File: src/rtl/entropy_seq_pkg.sv
// Package: control word bit positions and address map shared by the
// sequencer modules. Assumes a 32-bit register port.
package entropy_seq_pkg;
    localparam int WORD_W    = 32;
    localparam int EN_BIT    = 10;
    localparam int BYP_BIT   = 2;
    localparam int TEST_BIT  = 1;
    localparam int FIELD_LSB = 16;
    localparam int CTRL_ADDR = 0;
endpackage

File: src/rtl/entropy_ctrl_regs.sv
// Control register: holds enable, test mode, bypass and the scaled count
// field. Assumes the top has already decoded a control-word write.
module entropy_ctrl_regs #(
    parameter int CFG_W = 16
) (
    input  logic             clk,
    input  logic             rst_n,
    input  logic             wr_ctrl,
    input  logic             wr_en_bit,
    input  logic             wr_test_bit,
    input  logic             wr_byp_bit,
    input  logic [CFG_W-1:0] wr_field,
    output logic             en_q,
    output logic             test_q,
    output logic             bypass_q,
    output logic [CFG_W-1:0] field_q,
    output logic             test_entry
);
    // Rising test mode as seen by the write being accepted this cycle.
    assign test_entry = wr_ctrl & wr_test_bit & ~test_q;

    // Update flags on a control write; the field is locked while enabled.
    always_ff @(posedge clk) begin
        if (!rst_n) begin
            en_q     <= 1'b0;
            test_q   <= 1'b0;
            bypass_q <= 1'b0;
            field_q  <= '0;
        end else if (wr_ctrl) begin
            en_q     <= wr_en_bit;
            test_q   <= wr_test_bit;
            bypass_q <= wr_byp_bit & wr_test_bit;
            if (!en_q) begin
                field_q <= wr_field;
            end
        end
    end

    p_field_locked_r3: assert property (@(posedge clk) disable iff (!rst_n)
        en_q |=> $stable(field_q));

    p_bypass_needs_test_r5: assert property (@(posedge clk) disable iff (!rst_n)
        bypass_q |-> test_q);
endmodule

File: src/rtl/entropy_startup_cnt.sv
// Startup sample counter: counts samples taken while enabled and raises
// done at the programmed total. A zero field selects the maximum total.
// Assumes the field is stable while enable is high.
module entropy_startup_cnt #(
    parameter int CFG_W   = 16,
    parameter int SCALE_W = 8
) (
    input  logic             clk,
    input  logic             rst_n,
    input  logic             en,
    input  logic [CFG_W-1:0] field,
    output logic             done,
    output logic             counting
);
    localparam int CNT_W = CFG_W + SCALE_W + 1;

    logic [CNT_W-1:0] cnt;
    logic [CNT_W-1:0] target;

    // Decode the scaled count, zero meaning the largest total.
    always_comb begin
        if (field == '0) begin
            target = CNT_W'(1) << (CFG_W + SCALE_W);
        end else begin
            target = CNT_W'(field) << SCALE_W;
        end
    end

    assign counting = en & ~done;

    // Count one sample per cycle until the target is reached.
    always_ff @(posedge clk) begin
        if (!rst_n || !en) begin
            cnt  <= '0;
            done <= 1'b0;
        end else if (!done) begin
            cnt <= cnt + CNT_W'(1);
            if (cnt == target - CNT_W'(1)) begin
                done <= 1'b1;
            end
        end
    end

    p_done_at_target_r4: assert property (@(posedge clk) disable iff (!rst_n)
        $rose(done) |-> ($past(cnt) == target - CNT_W'(1)));

    p_count_bound_r4: assert property (@(posedge clk) disable iff (!rst_n)
        !done |-> (cnt < target));

    p_idle_clears_r8: assert property (@(posedge clk) disable iff (!rst_n)
        !en |=> (cnt == '0 && !done));
endmodule

File: src/rtl/entropy_shift_reg.sv
// Main entropy shift register: XNOR-feedback shifting of the combined
// oscillator bit, a plain-shift bypass, clear on test entry and word loads.
// Assumes clear, word write and sampling are prioritised in that order.
module entropy_shift_reg #(
    parameter int SR_W    = 80,
    parameter int NUM_OSC = 8,
    parameter int TAP_A   = 80,
    parameter int TAP_B   = 79,
    parameter int TAP_C   = 43,
    parameter int TAP_D   = 42,
    parameter int NWORDS  = 3,
    parameter int WSEL_W  = 2
) (
    input  logic               clk,
    input  logic               rst_n,
    input  logic [NUM_OSC-1:0] osc_bits,
    input  logic               sample_en,
    input  logic               bypass,
    input  logic               clear,
    input  logic               wr_word,
    input  logic [WSEL_W-1:0]  word_sel,
    input  logic [31:0]        wdata,
    output logic [SR_W-1:0]    sr_q
);
    localparam int PAD_W = NWORDS * 32;

    logic            in_bit;
    logic            fb_bit;
    logic [PAD_W-1:0] loaded;

    // Combine the oscillator samples and the tap feedback.
    assign fb_bit = ~(sr_q[TAP_A-1] ^ sr_q[TAP_B-1] ^ sr_q[TAP_C-1] ^ sr_q[TAP_D-1]);
    assign in_bit = bypass ? (^osc_bits) : ((^osc_bits) ^ fb_bit);

    // Overlay one 32-bit word on the current contents for a seed load.
    always_comb begin
        loaded = PAD_W'(sr_q);
        loaded[32*int'(word_sel) +: 32] = wdata;
    end

    // Clear, load or shift the register.
    always_ff @(posedge clk) begin
        if (!rst_n || clear) begin
            sr_q <= '0;
        end else if (wr_word) begin
            sr_q <= loaded[SR_W-1:0];
        end else if (sample_en) begin
            sr_q <= {sr_q[SR_W-2:0], in_bit};
        end
    end

    p_clear_zero_r6: assert property (@(posedge clk) disable iff (!rst_n)
        clear |=> (sr_q == '0));

    p_shift_r9: assert property (@(posedge clk) disable iff (!rst_n)
        (sample_en && !clear && !wr_word) |=> (sr_q[SR_W-1:1] == $past(sr_q[SR_W-2:0])));

    p_hold_r11: assert property (@(posedge clk) disable iff (!rst_n)
        (!sample_en && !clear && !wr_word) |=> $stable(sr_q));
endmodule

File: src/rtl/entropy_seq_top.sv
// Top of the entropy startup sequencer: decodes the register port, ties
// the control register, startup counter and shift register together and
// forms ready / need_clock. Assumes SR_W fits in NWORDS 32-bit words.
module entropy_seq_top
    import entropy_seq_pkg::*;
#(
    parameter int SR_W    = 80,
    parameter int NUM_OSC = 8,
    parameter int CFG_W   = 16,
    parameter int SCALE_W = 8,
    parameter int TAP_A   = 80,
    parameter int TAP_B   = 79,
    parameter int TAP_C   = 43,
    parameter int TAP_D   = 42,
    localparam int NWORDS = (SR_W + 31) / 32,
    localparam int ADDR_W = $clog2(NWORDS + 1)
) (
    input  logic               clk,
    input  logic               rst_n,
    input  logic               wr_en,
    input  logic [ADDR_W-1:0]  addr,
    input  logic [31:0]        wdata,
    output logic [31:0]        rdata,
    input  logic [NUM_OSC-1:0] osc_bits,
    output logic               ready,
    output logic               need_clock,
    output logic [SR_W-1:0]    sr_state
);
    localparam int WSEL_W = (NWORDS > 1) ? $clog2(NWORDS) : 1;
    localparam int PAD_W  = NWORDS * 32;

    logic             wr_ctrl;
    logic             wr_word;
    logic             en_q;
    logic             test_q;
    logic             bypass_q;
    logic [CFG_W-1:0] field_q;
    logic             test_entry;
    logic             done;
    logic             counting;
    logic [WSEL_W-1:0] word_sel;
    logic [PAD_W-1:0] sr_pad;

    // Address decode for the control word and the seed words.
    assign wr_ctrl  = wr_en && (int'(addr) == CTRL_ADDR);
    assign wr_word  = wr_en && test_q && (int'(addr) != CTRL_ADDR) && (int'(addr) <= NWORDS);
    assign word_sel = WSEL_W'(addr - ADDR_W'(1));

    entropy_ctrl_regs #(.CFG_W(CFG_W)) u_ctrl (
        .clk        (clk),
        .rst_n      (rst_n),
        .wr_ctrl    (wr_ctrl),
        .wr_en_bit  (wdata[EN_BIT]),
        .wr_test_bit(wdata[TEST_BIT]),
        .wr_byp_bit (wdata[BYP_BIT]),
        .wr_field   (wdata[FIELD_LSB +: CFG_W]),
        .en_q       (en_q),
        .test_q     (test_q),
        .bypass_q   (bypass_q),
        .field_q    (field_q),
        .test_entry (test_entry)
    );

    entropy_startup_cnt #(.CFG_W(CFG_W), .SCALE_W(SCALE_W)) u_cnt (
        .clk     (clk),
        .rst_n   (rst_n),
        .en      (en_q),
        .field   (field_q),
        .done    (done),
        .counting(counting)
    );

    entropy_shift_reg #(
        .SR_W   (SR_W),
        .NUM_OSC(NUM_OSC),
        .TAP_A  (TAP_A),
        .TAP_B  (TAP_B),
        .TAP_C  (TAP_C),
        .TAP_D  (TAP_D),
        .NWORDS (NWORDS),
        .WSEL_W (WSEL_W)
    ) u_sr (
        .clk      (clk),
        .rst_n    (rst_n),
        .osc_bits (osc_bits),
        .sample_en(counting | bypass_q),
        .bypass   (bypass_q),
        .clear    (test_entry),
        .wr_word  (wr_word),
        .word_sel (word_sel),
        .wdata    (wdata),
        .sr_q     (sr_state)
    );

    // Status outputs.
    assign ready      = en_q & done;
    assign need_clock = test_q | counting;

    assign sr_pad = PAD_W'(sr_state);

    // Read mux: control word with reserved bits zero, or a register word.
    always_comb begin
        rdata = '0;
        if (int'(addr) == CTRL_ADDR) begin
            rdata[FIELD_LSB +: CFG_W] = field_q;
            rdata[EN_BIT]             = en_q;
            rdata[BYP_BIT]            = bypass_q;
            rdata[TEST_BIT]           = test_q;
        end else if (int'(addr) <= NWORDS) begin
            rdata = sr_pad[32*int'(word_sel) +: 32];
        end
    end

    p_need_clock_running_r7: assert property (@(posedge clk) disable iff (!rst_n)
        (en_q && !ready) |-> need_clock);

    p_ready_drops_r8: assert property (@(posedge clk) disable iff (!rst_n)
        (wr_ctrl && !wdata[EN_BIT]) |=> !ready);
endmodule

File: config.mk
export PLATFORM = sky130hd
export DESIGN_NAME = entropy_seq_top
export DESIGN_NICKNAME = d
export VERILOG_FILES = /design/src/rtl/entropy_seq_pkg.sv /design/src/rtl/entropy_ctrl_regs.sv /design/src/rtl/entropy_startup_cnt.sv /design/src/rtl/entropy_shift_reg.sv /design/src/rtl/entropy_seq_top.sv
export SDC_FILE = /design/constraint.sdc
export NUM_CORES = 1
export LEC_CHECK = 0
export BUFFER_PORTS_ARGS = -buffer_cell sky130_fd_sc_hd__buf_4
export CORE_AREA = 8 8 168 154
export CTS_BUF_LIST = sky130_fd_sc_hd__clkbuf_4 sky130_fd_sc_hd__clkbuf_8
export DETAILED_ROUTE_END_ITERATION = 10
export DIE_AREA = 0 0 176 162
export GPL_TIMING_DRIVEN = 0
export PLACE_DENSITY_LB_ADDON = 0.25
export SYNTH_ARGS = -nofsm -noshare
export SYNTH_HDL_FRONTEND = slang
export SYNTH_SLANG_ARGS = --single-unit
export TNS_END_PERCENT = 50
File: constraint.sdc
create_clock -name clk -period 6.6 [get_ports clk]
set_clock_uncertainty 0.15 [all_clocks]
set_input_delay 0.33 -clock clk [delete_from_list [all_inputs] [get_ports clk]]
set_output_delay 0.33 -clock clk [all_outputs]
set_load 0.01 [all_outputs]
==> results.sh, run 1 <==
export IMPL_nets=1069
export IMPL_drt_first_pass_iters=5
export IMPL_antenna_left=0
export IMPL_synth_ff_type="dfxtp_1"
export IMPL_min_path_cells=3
export IMPL_synthAdderAreaFrac=0.0129
export IMPL_area_delta_synth_final_pct=32.6
export IMPL_seq_area_frac_synth=0.368
export IMPL_io_pins=159
export IMPL_maxCapViolations=0
export IMPL_finalHoldViolCount=0
export IMPL_cts_buffers_inserted=17
export IMPL_r2r_end="u_sr.sr_q[68]"
export IMPL_synth_area_um2=6810
export IMPL_r2r_slack_ns=3.70
export IMPL_syn_nets=869
export IMPL_tightest_slew_ns=1.28
export IMPL_synth_compound_area_frac=0.240
export IMPL_port_buffers=158
export IMPL_arrival_ns=3.02
export IMPL_drv_slew=0
export IMPL_viasPerCell=5.28
export IMPL_yosysTopAreaCell="dfxtp_1"
export IMPL_dp_hpwl_mm=19.9
export IMPL_worst_slack_ns=3.10
export IMPL_rsz0062_at_grt="no"
export IMPL_die_area_um2=28500
export IMPL_dieHeight_um=162
export IMPL_worst_hold_startpoint="wdata[30]"
export IMPL_hold_path_endpoint="u_ctrl.field_q[14]"
export IMPL_grt_pass1_wl_mm=41.2
export IMPL_slew_headroom=0.141
export IMPL_min_period_ns=3.50
export IMPL_antenna_found_initial=0
export IMPL_core_area_um2=23000
export IMPL_die_w_um=176
export IMPL_post_drt_wl_per_cell_um=20.1
export IMPL_clockRootBuffer="clkbuf_8"
export IMPL_gp_congestion=0.853
export IMPL_clock_path_buffers=2
export IMPL_wirelength_mm=26.8
export IMPL_cts_sinks=125
export IMPL_final_common_cell="buf_4"
export IMPL_grt_pass1_vias=7064
export IMPL_route_detailed_drc=0
export IMPL_start_util=0.296
export IMPL_grt_max_degree=17
export IMPL_diodes=0
export IMPL_cts_tree="built"
export IMPL_hold_class="in -> reg"
export IMPL_htree_levels=4
export IMPL_critPathLaunchType="input pin"
export IMPL_crit_start="addr[0]"
export IMPL_synth_top_family_by_area="compound AO/OA/AOI/OAI gates"
export IMPL_async_flop_share=0
export IMPL_cts_setup_buffers=0
export IMPL_synth_top_cells_by_area="dfxtp_1 37%, a211oi_1 6.4%, mux2i_1 6.3%, a22oi_1 5.1%, nor2_1 5.1%"
export IMPL_p_leak_nw=3.57
export IMPL_required_ns=6.12
export IMPL_synth_edf_count=0
export IMPL_grt_util_all_layers=0.185
export IMPL_crit_type="in -> out"
export IMPL_reg2regPathDepth=7
export IMPL_synthSimpleGateAreaFrac=0.177
export IMPL_synth_mux_area_frac=0.0897
export IMPL_first_iter_violations=564
export IMPL_status="finished, final reports clean"
export IMPL_setup_viol=0
export IMPL_ir_drop_v=0.000122
export IMPL_p_per_area_nw_per_um2=208
export IMPL_final_setup_tns_ns=0
export IMPL_fin_crit_sh=0.530
export IMPL_avgSynthCellArea_um2=8.33
export IMPL_setup_worst_path_end_class="primary output"
export IMPL_clkTransAtPathRegs_ns=0.08
export IMPL_num_vias=7032
export IMPL_drive_gt1_frac=0.214
export IMPL_r2r_start="u_ctrl.test_q"
export IMPL_netlist_instances=817
export IMPL_ys_warn_count=0
export IMPL_rows=53
export IMPL_grt_overflow=0
export IMPL_synth_top_cell_area_share=0.368
export IMPL_crit_fanout=10
export IMPL_max_clock_freq_mhz=286
export IMPL_mostFrequentLayoutCells="158 x buf_4, 125 x dfxtp_1, 92 x nor2_1"
export IMPL_dpl_worst_slack_ns=2.72
export IMPL_clock_latency_ns=0.47
export IMPL_yosys_area_share_xor_xnor=0.0695
export IMPL_synth_seq_cells=125
export IMPL_total_power_w=0.00188
export IMPL_yosysUniqueCellTypes=49
[logic make-up (layout without fill, tap and decap cells)]
kind of cell | Yosys count | count (layout)
flops | 125 | 125
fa+ha+maj | 7 | 7
buf+inv | 74 | 287
xor+xnor | 54 | 54
simple gates | 258 | 258
compound gates | 240 | 240
mux | 59 | 59
[critical path: stages]
cell and delay, ns:
buf_4 0.11, clkbuf_1 0.38, clkbuf_1 0.77, buf_1 0.69
mux2i_1 0.17, o21ai_0 0.36, buf_4 0.20
[metal layers]
metal | routed length (um) | vias to the layer above | global-route usage
met5 | 0 | - | 0
met4 | 353 | 0 | 0.0501
met2 | 12500 | 267 | 0.296
li1 | - | 3368 | -
met3 | 2070 | 28 | 0.0550
met1 | 11900 | 3369 | 0.238
[through the flow]
stage	utilization	hold slack, ns	instance area (um^2)	std cells
global route	0.392	0.0136	9030	1332
global placement	0.364	0.321	8370	1277
detailed placement	0.364	0.325	8370	1277
floorplan	-	0.307	6810	817
CTS	0.392	0.000236	9030	1332
finish	0.392	0.0124	9030	1332
[power by group]
part	internal (W)	switching [W]	total, W
clock	0.000385	0.000363	0.000749
sequential	0.000777	0.0000310	0.000808
combinational	0.000142	0.000178	0.000319
[layout make-up]
class | count | area, um^2
Clock buffer | 18 | 241
Clock inverter | 14 | 183
Inverter | 7 | 26.3
Fill cell | 2416 | 14000
Sequential cell | 125 | 2500
Tap cell | 302 | 378
Buffer | 67 | 273
Multi-Input combinational cell | 618 | 4010
Timing Repair Buffer | 181 | 1420
[worst max-delay path by stage]
stage               slack, ns            end  cells past startpoint
finish                   3.10      rdata[23]                      7
global route             2.93  u_sr.sr_q[47]                     10
CTS                      3.14      rdata[23]                      7
detailed placement       2.72  u_sr.sr_q[44]                     10
global placement         2.75  u_sr.sr_q[45]                     10
floorplan                3.85  u_sr.sr_q[34]                      9
[cells in the mapped netlist, drive strengths merged (2+ instances only)]
library cell / count
mux2: 16
and3: 5
o21ai: 43
xnor2: 24
o221ai: 2
or4: 3
nand4b: 2
nor4: 5
o31ai: 2
nor3: 17
nor2: 92
nand4: 14
dfxtp: 125
nor4b: 2
nand3: 10
a32oi: 2
buf: 14
nand3b: 2
mux2i: 43
nand2b: 6
xor2: 30
a222oi: 11
a21oi: 49
a211oi: 58
nand2: 90
a221oi: 3
ha: 7
nor2b: 2
a21boi: 19
and2: 3
clkbuf: 53
inv: 7
nor3b: 2
a22oi: 46
[state kept, by name, summed over array words and instances, names as in the netlist]
signal / cells
u_cnt.cnt: 25
u_cnt.done: 1
u_ctrl.bypass_q: 1
u_ctrl.en_q: 1
u_ctrl.field_q: 16
u_ctrl.test_q: 1
u_sr.sr_q: 80
[timing repair]
| item | in CTS | in global routing |
|---|---|---|
| hold buffers | 23 | 0 |
| resized for setup | 0 | 0 |
| hold endpoints to repair | 23 | 0 |
(Power assumes the default switching activity.)
==> run 2: changes to the inputs <==
--- a/config.mk
+++ b/config.mk
@@ -5,11 +5,12 @@
 export SDC_FILE = /design/constraint.sdc
 export NUM_CORES = 1
 export LEC_CHECK = 0
+export ABC_AREA = 1
 export BUFFER_PORTS_ARGS = -buffer_cell sky130_fd_sc_hd__buf_4
-export CORE_AREA = 8 8 168 154
+export CORE_AREA = 8 8 169 155
 export CTS_BUF_LIST = sky130_fd_sc_hd__clkbuf_4 sky130_fd_sc_hd__clkbuf_8
 export DETAILED_ROUTE_END_ITERATION = 10
-export DIE_AREA = 0 0 176 162
+export DIE_AREA = 0 0 177 163
 export GPL_TIMING_DRIVEN = 0
 export PLACE_DENSITY_LB_ADDON = 0.25
 export SYNTH_ARGS = -nofsm -noshare
==> constraint.sdc (replaced) <==
create_clock -name clk -period 3.5 [get_ports clk]
set_clock_uncertainty 0.15 [all_clocks]
set_input_delay 0.175 -clock clk [delete_from_list [all_inputs] [get_ports clk]]
set_output_delay 0.175 -clock clk [all_outputs]
set_load 0.01 [all_outputs]
==> results.sh, run 2 <==
export IMPL_port_buffers=158
export IMPL_slew_headroom=0.486
export IMPL_cp_common_cell="buf_4"
export IMPL_synthTopCellsByCount="127 x o21ai_0, 125 x dfxtp_1, 115 x nand2_1, 91 x inv_1, 80 x a21oi_1"
export IMPL_top_regs="u_sr.sr_q x80, u_cnt.cnt x25, u_ctrl.field_q x16"
export IMPL_core_area_um2=23100
export IMPL_gp_congestion=0.906
export IMPL_yosysUniqueCellTypes=48
export IMPL_async_flop_share=0
export IMPL_clock_latency_ns=0.46
export IMPL_crit_chain="buf_4 > buf_4 > inv_2 > clkbuf_2 > ha_1 > clkbuf_1 > nor2_2 > clkbuf_2 > o21ai_0 > o22ai_1 > buf_4"
export IMPL_crit_start="addr[0]"
export IMPL_arrival_ns=2.95
export IMPL_maxCapViolations=0
export IMPL_crit_type="in -> out"
export IMPL_die_area_um2=28900
export IMPL_cp_depth=11
export IMPL_p_leak_nw=3.78
export IMPL_tightest_slew_ns=0.770
export IMPL_grt_max_degree=17
export IMPL_mostFrequentLayoutCells="160 x buf_4, 127 x o21ai_0, 125 x dfxtp_1"
export IMPL_cp_slowest_cell="nor2_2"
export IMPL_ys_warn_count=0
export IMPL_fin_crit_sh=0.935
export IMPL_cts_sinks=125
export IMPL_final_setup_tns_ns=0
export IMPL_cts_tree="built"
export IMPL_area_delta_synth_final_pct=33.5
export IMPL_worst_path_buf_inv=7
export IMPL_final_common_cell="buf_4"
export IMPL_netlist_instances=936
export IMPL_cts_setup_buffers=0
export IMPL_first_iter_violations=678
export IMPL_critPathLaunchType="input pin"
export IMPL_setup_viol=0
export IMPL_finalNonFillerCells=1461
export IMPL_status="finished, final reports clean"
export IMPL_viasPerCell=5.33
export IMPL_wirelength_mm=29.4
export IMPL_min_period_ns=3.27
export IMPL_avgSynthCellArea_um2=7.32
export IMPL_nets=1198
export IMPL_io_pins=159
export IMPL_synth_seq_cells=125
export IMPL_reg2regPathDepth=7
export IMPL_start_util=0.296
export IMPL_largest_reg_flops=80
export IMPL_r2r_start="u_cnt.done"
export IMPL_grt_util_all_layers=0.200
export IMPL_required_ns=3.17
export IMPL_max_clock_freq_mhz=306
export IMPL_post_drt_wl_per_cell_um=20.1
export IMPL_num_vias=7782
export IMPL_synth_edf_count=0
export IMPL_rows=53
export IMPL_hold_class="in -> reg"
export IMPL_p_per_area_nw_per_um2=414
export IMPL_synth_ff_type="dfxtp_1"
export IMPL_dp_hpwl_mm=21.7
export IMPL_die_w_um=177
export IMPL_drt_first_pass_iters=5
export IMPL_worst_path_dominant_cell_family="buffers and inverters"
export IMPL_antenna_left=0
export IMPL_synth_area_um2=6850
export IMPL_yosysMostFrequentCell="o21ai_0"
export IMPL_crit_end="rdata[18]"
export IMPL_rsz0062_at_grt="no"
export IMPL_grt_overflow=0
export IMPL_htree_levels=4
export IMPL_syn_nets=988
export IMPL_seq_area_frac_synth=0.365
export IMPL_crit_fanout=11
export IMPL_critPathMaxStageDelay_ns=0.43
export IMPL_route_detailed_drc=0
export IMPL_final_util=0.395
export IMPL_synth_top_cell_area_share=0.365
export IMPL_r2r_end="u_sr.sr_q[64]"
export IMPL_setup_worst_path_end_class="primary output"
export IMPL_yosysTopAreaCell="dfxtp_1"
export IMPL_drv_slew=0
export IMPL_r2r_slack_ns=1.10
export IMPL_clkTransAtPathRegs_ns=0.08
export IMPL_regMostFlops="u_sr.sr_q"
export IMPL_drive_gt1_frac=0.222
export IMPL_synth_top_cells_by_area="dfxtp_1 37%, o21ai_0 9.3%, nand2_1 6.3%, a21oi_1 5.8%, inv_1 5.0%"
export IMPL_total_power_w=0.00379
export IMPL_cts_buffers_inserted=17
export IMPL_finalHoldViolCount=0
export IMPL_clock_path_buffers=2
export IMPL_grt_pass1_vias=7633
export IMPL_diodes=0
export IMPL_clockRootBuffer="clkbuf_8"
export IMPL_placed_cells=1396
export IMPL_ir_drop_v=0.000217
export IMPL_antenna_found_initial=0
export IMPL_dieHeight_um=163
export IMPL_grt_pass1_wl_mm=44.9
[run 2: worst register-to-register path: cells and delay by family (launching register included)]
| family | cells | cell delay (ns) |
|---|---|---|
| buffers and inverters | 2 | 0.62 |
| flip-flops | 1 | 0.56 |
| AND/OR/NAND/NOR | 3 | 0.77 |
| AO/OA/AOI/OAI | 2 | 0.23 |
[run 2: worst min-delay path by stage]
stage                   start                 end  slack, ns  cells past startpoint
floorplan           wdata[17]   u_ctrl.field_q[1]       0.16                      2
global placement    wdata[25]   u_ctrl.field_q[9]       0.28                      3
detailed placement  wdata[29]  u_ctrl.field_q[13]       0.29                      3
CTS                     wr_en     u_ctrl.bypass_q       0.02                      5
global route            wr_en     u_ctrl.bypass_q       0.07                      5
finish                  wr_en     u_ctrl.bypass_q       0.05                      5
[run 2: area by class of cell]
class | instances | area [um^2]
clock buffers | 18 | 248
inverters | 106 | 399
multi-input cells | 653 | 3730
plain buffers | 52 | 221
well taps | 302 | 378
flip-flops and latches | 125 | 2500
repair buffers | 191 | 1520
fillers | 2371 | 14000
clock inverters | 14 | 150
[run 2: report_power, final]
group | internal (W) | switching [W] | leakage, nW | total [W]
Clock | 0.000608 | 0.000719 | 0.194 | 0.00133
Combinational | 0.000359 | 0.000504 | 2.57 | 0.000863
Sequential | 0.00150 | 0.0000978 | 1.02 | 0.00160
[run 2: stage by stage]
stage,hold slack [ns],cell area [um^2],worst slack [ns]
CTS,0.0191,9140,0.0800
global route,0.0715,9150,0.166
finish,0.0469,9150,0.229
global placement,0.283,8410,-0.0818
detailed placement,0.292,8410,-0.0509
floorplan,0.164,6850,1.18
[run 2: kinds of logic (layout without fill, tap and decap cells)]
group                      Yosys count  after routing  share of synthesized area
adders and majority gates            7              7                     0.0128
AOI/OAI and AO/OA                  328            328                      0.288
and+or+nand+nor                    289            289                      0.205
DFF                                125            125                      0.365
xor gates and xnor gates            29             29                     0.0391
buffers and inverters              158            381                     0.0903
[run 2: layer usage]
layer,vias to the layer above,part of all wire,track usage
met2,369,0.46,0.316
li1,3678,-,-
met4,0,0.028,0.0725
met1,3674,0.44,0.260
met5,-,0,0
met3,61,0.079,0.0510
[run 2: repair_timing]
action                                  in CTS  in global routing
endpoints found under the setup margin       2                 10
resized for setup                            1                  4
hold endpoints to repair                    99                  0
pin swaps                                    0                  0
hold buffers                                33                  0
==> run 3: changes to the inputs <==
--- a/config.mk
+++ b/config.mk
@@ -7,6 +7,8 @@
 export LEC_CHECK = 0
 export ABC_AREA = 1
 export BUFFER_PORTS_ARGS = -buffer_cell sky130_fd_sc_hd__buf_4
+export CELL_PAD_IN_SITES_DETAIL_PLACEMENT = 1
+export CELL_PAD_IN_SITES_GLOBAL_PLACEMENT = 2
 export CORE_AREA = 8 8 169 155
 export CTS_BUF_LIST = sky130_fd_sc_hd__clkbuf_4 sky130_fd_sc_hd__clkbuf_8
 export DETAILED_ROUTE_END_ITERATION = 10
==> results.sh, run 3 (synthesis results as in run 2) <==
export IMPL_drt_first_pass_iters=7
export IMPL_wirelength_mm=31.8
export IMPL_total_power_w=0.00376
export IMPL_clock_latency_ns=0.46
export IMPL_dieHeight_um=163
export IMPL_drv_slew=0
export IMPL_clockRootBuffer="clkbuf_8"
export IMPL_required_ns=3.17
export IMPL_setup_viol=0
export IMPL_regMostFlops="u_sr.sr_q"
export IMPL_status="finished, final reports clean"
export IMPL_min_period_ns=3.32
export IMPL_port_buffers=158
export IMPL_fin_crit_sh=0.949
export IMPL_nets=1197
export IMPL_mostFrequentLayoutCells="160 x buf_4, 127 x o21ai_0, 125 x dfxtp_1"
export IMPL_core_area_um2=23100
export IMPL_die_w_um=177
export IMPL_gp_congestion=0.878
export IMPL_grt_pass1_wl_mm=48.3
export IMPL_finalHoldViolCount=0
export IMPL_p_per_area_nw_per_um2=413
export IMPL_dpl_worst_slack_ns=-0.129
export IMPL_antenna_found_initial=1
export IMPL_arrival_ns=3.00
export IMPL_htree_levels=4
export IMPL_largest_reg_flops=80
export IMPL_p_leak_nw=3.77
export IMPL_io_pins=159
export IMPL_first_iter_violations=619
export IMPL_maxCapViolations=0
export IMPL_start_util=0.296
export IMPL_antenna_left=0
export IMPL_slew_headroom=0.499
export IMPL_route_detailed_drc=0
export IMPL_grt_util_all_layers=0.218
export IMPL_hold_class="in -> reg"
export IMPL_drive_gt1_frac=0.220
export IMPL_crit_fanout=11
export IMPL_clock_path_buffers=2
export IMPL_ir_drop_v=0.000200
export IMPL_top_regs="u_sr.sr_q x80, u_cnt.cnt x25, u_ctrl.field_q x16"
export IMPL_setup_worst_path_end_class="primary output"
export IMPL_holdWs_ns=0.0440
export IMPL_rows=53
export IMPL_num_vias=7660
export IMPL_dp_hpwl_mm=24.5
export IMPL_max_clock_freq_mhz=301
export IMPL_area_delta_synth_final_pct=33.2
export IMPL_final_common_cell="buf_4"
export IMPL_cts_buffers_inserted=17
export IMPL_grt_overflow=0
export IMPL_die_area_um2=28900
export IMPL_post_drt_wl_per_cell_um=21.8
export IMPL_grt_pass1_vias=8054
export IMPL_worst_slack_ns=0.177
export IMPL_cts_tree="built"
export IMPL_grt_max_degree=17
export IMPL_crit_type="in -> out"
export IMPL_clkTransAtPathRegs_ns=0.08
export IMPL_cts_sinks=125
export IMPL_tightest_slew_ns=0.751
export IMPL_viasPerCell=5.25
export IMPL_rsz0062_at_grt="no"
export IMPL_cts_setup_buffers=0
export IMPL_critPathLaunchType="input pin"
-- run 3: changes by cell type in the layout (fill, tap and decap cells not counted), sizes merged --
cell	before	now
bufinv	1	2
inv	109	103
clkbuf	52	51
dlygate4sd3	33	32
clkinvlp	3	2
clkinv	7	13
diode	0	1
-- run 3: worst paths after layout --
kind	start	endpoint	slack, ns	cells past startpoint
worst max-delay path	addr[0]	rdata[2]	0.18	11
worst min-delay path	wr_en	u_ctrl.test_q	0.04	5
worst max register to register	u_cnt.done	u_sr.sr_q[39]	1.21	7
worst min register to register	u_cnt.cnt[7]	u_cnt.cnt[7]	0.32	2
-- run 3: final cells by class --
type	instances	area [um^2]
Antenna cell	1	2.50
Buffer	52	220
Clock buffer	17	234
Clock inverter	14	148
Fill cell	2913	14000
Inverter	106	399
Multi-Input combinational cell	653	3730
Sequential cell	125	2500
Tap cell	302	378
Timing Repair Buffer	190	1510
-- run 3: per-layer routing --
metal / routed length [um] / GRT usage / up-vias / part of all wire
met5: 0 / 0 / - / 0
met4: 918 / 0.0817 / 0 / 0.029
met3: 1960 / 0.0549 / 61 / 0.062
met2: 14300 / 0.340 / 247 / 0.45
met1: 14600 / 0.285 / 3686 / 0.46
li1: - / - / 3666 / -
-- run 3: what timing repair did --
action / 4_1_cts / 5_1_grt
resized for setup: 1 / 1
hold endpoints to repair: 98 / 0
gates cloned: 0 / 0
hold buffers: 32 / 0
setup endpoints to repair: 6 / 1
pin swaps: 0 / 0
-- run 3: critical path, cell delays in order --
cell and delay, ns:
buf_4 0.13, buf_4 0.17, inv_2 0.21, clkbuf_2 0.39, ha_1 0.31, inv_2 0.05
nor2_1 0.27, clkbuf_1 0.52, nand2_1 0.17, a32oi_1 0.40, buf_4 0.20
-- run 3: per-stage QoR --
| stage | cell area, um^2 | instances | TNS, ns | util |
|---|---|---|---|---|
| 6_report | 9120 | 1460 | 0 | 0.394 |
| 5_1_grt | 9120 | 1460 | 0 | 0.394 |
| 4_1_cts | 9110 | 1459 | 0 | 0.394 |
| 3_5_place_dp | 8410 | 1396 | -2.62 | 0.363 |
| 3_3_place_gp | 8410 | 1396 | -0.747 | 0.363 |
| 2_1_floorplan | 6850 | 936 | 0 | - |
-- run 3: where the power goes --
| part | switching (W) | total (W) | leakage [nW] | internal, W |
|---|---|---|---|---|
| clock | 0.000654 | 0.00128 | 0.192 | 0.000629 |
| sequential | 0.000103 | 0.00160 | 1.02 | 0.00150 |
| combinational | 0.000518 | 0.000876 | 2.56 | 0.000358 |
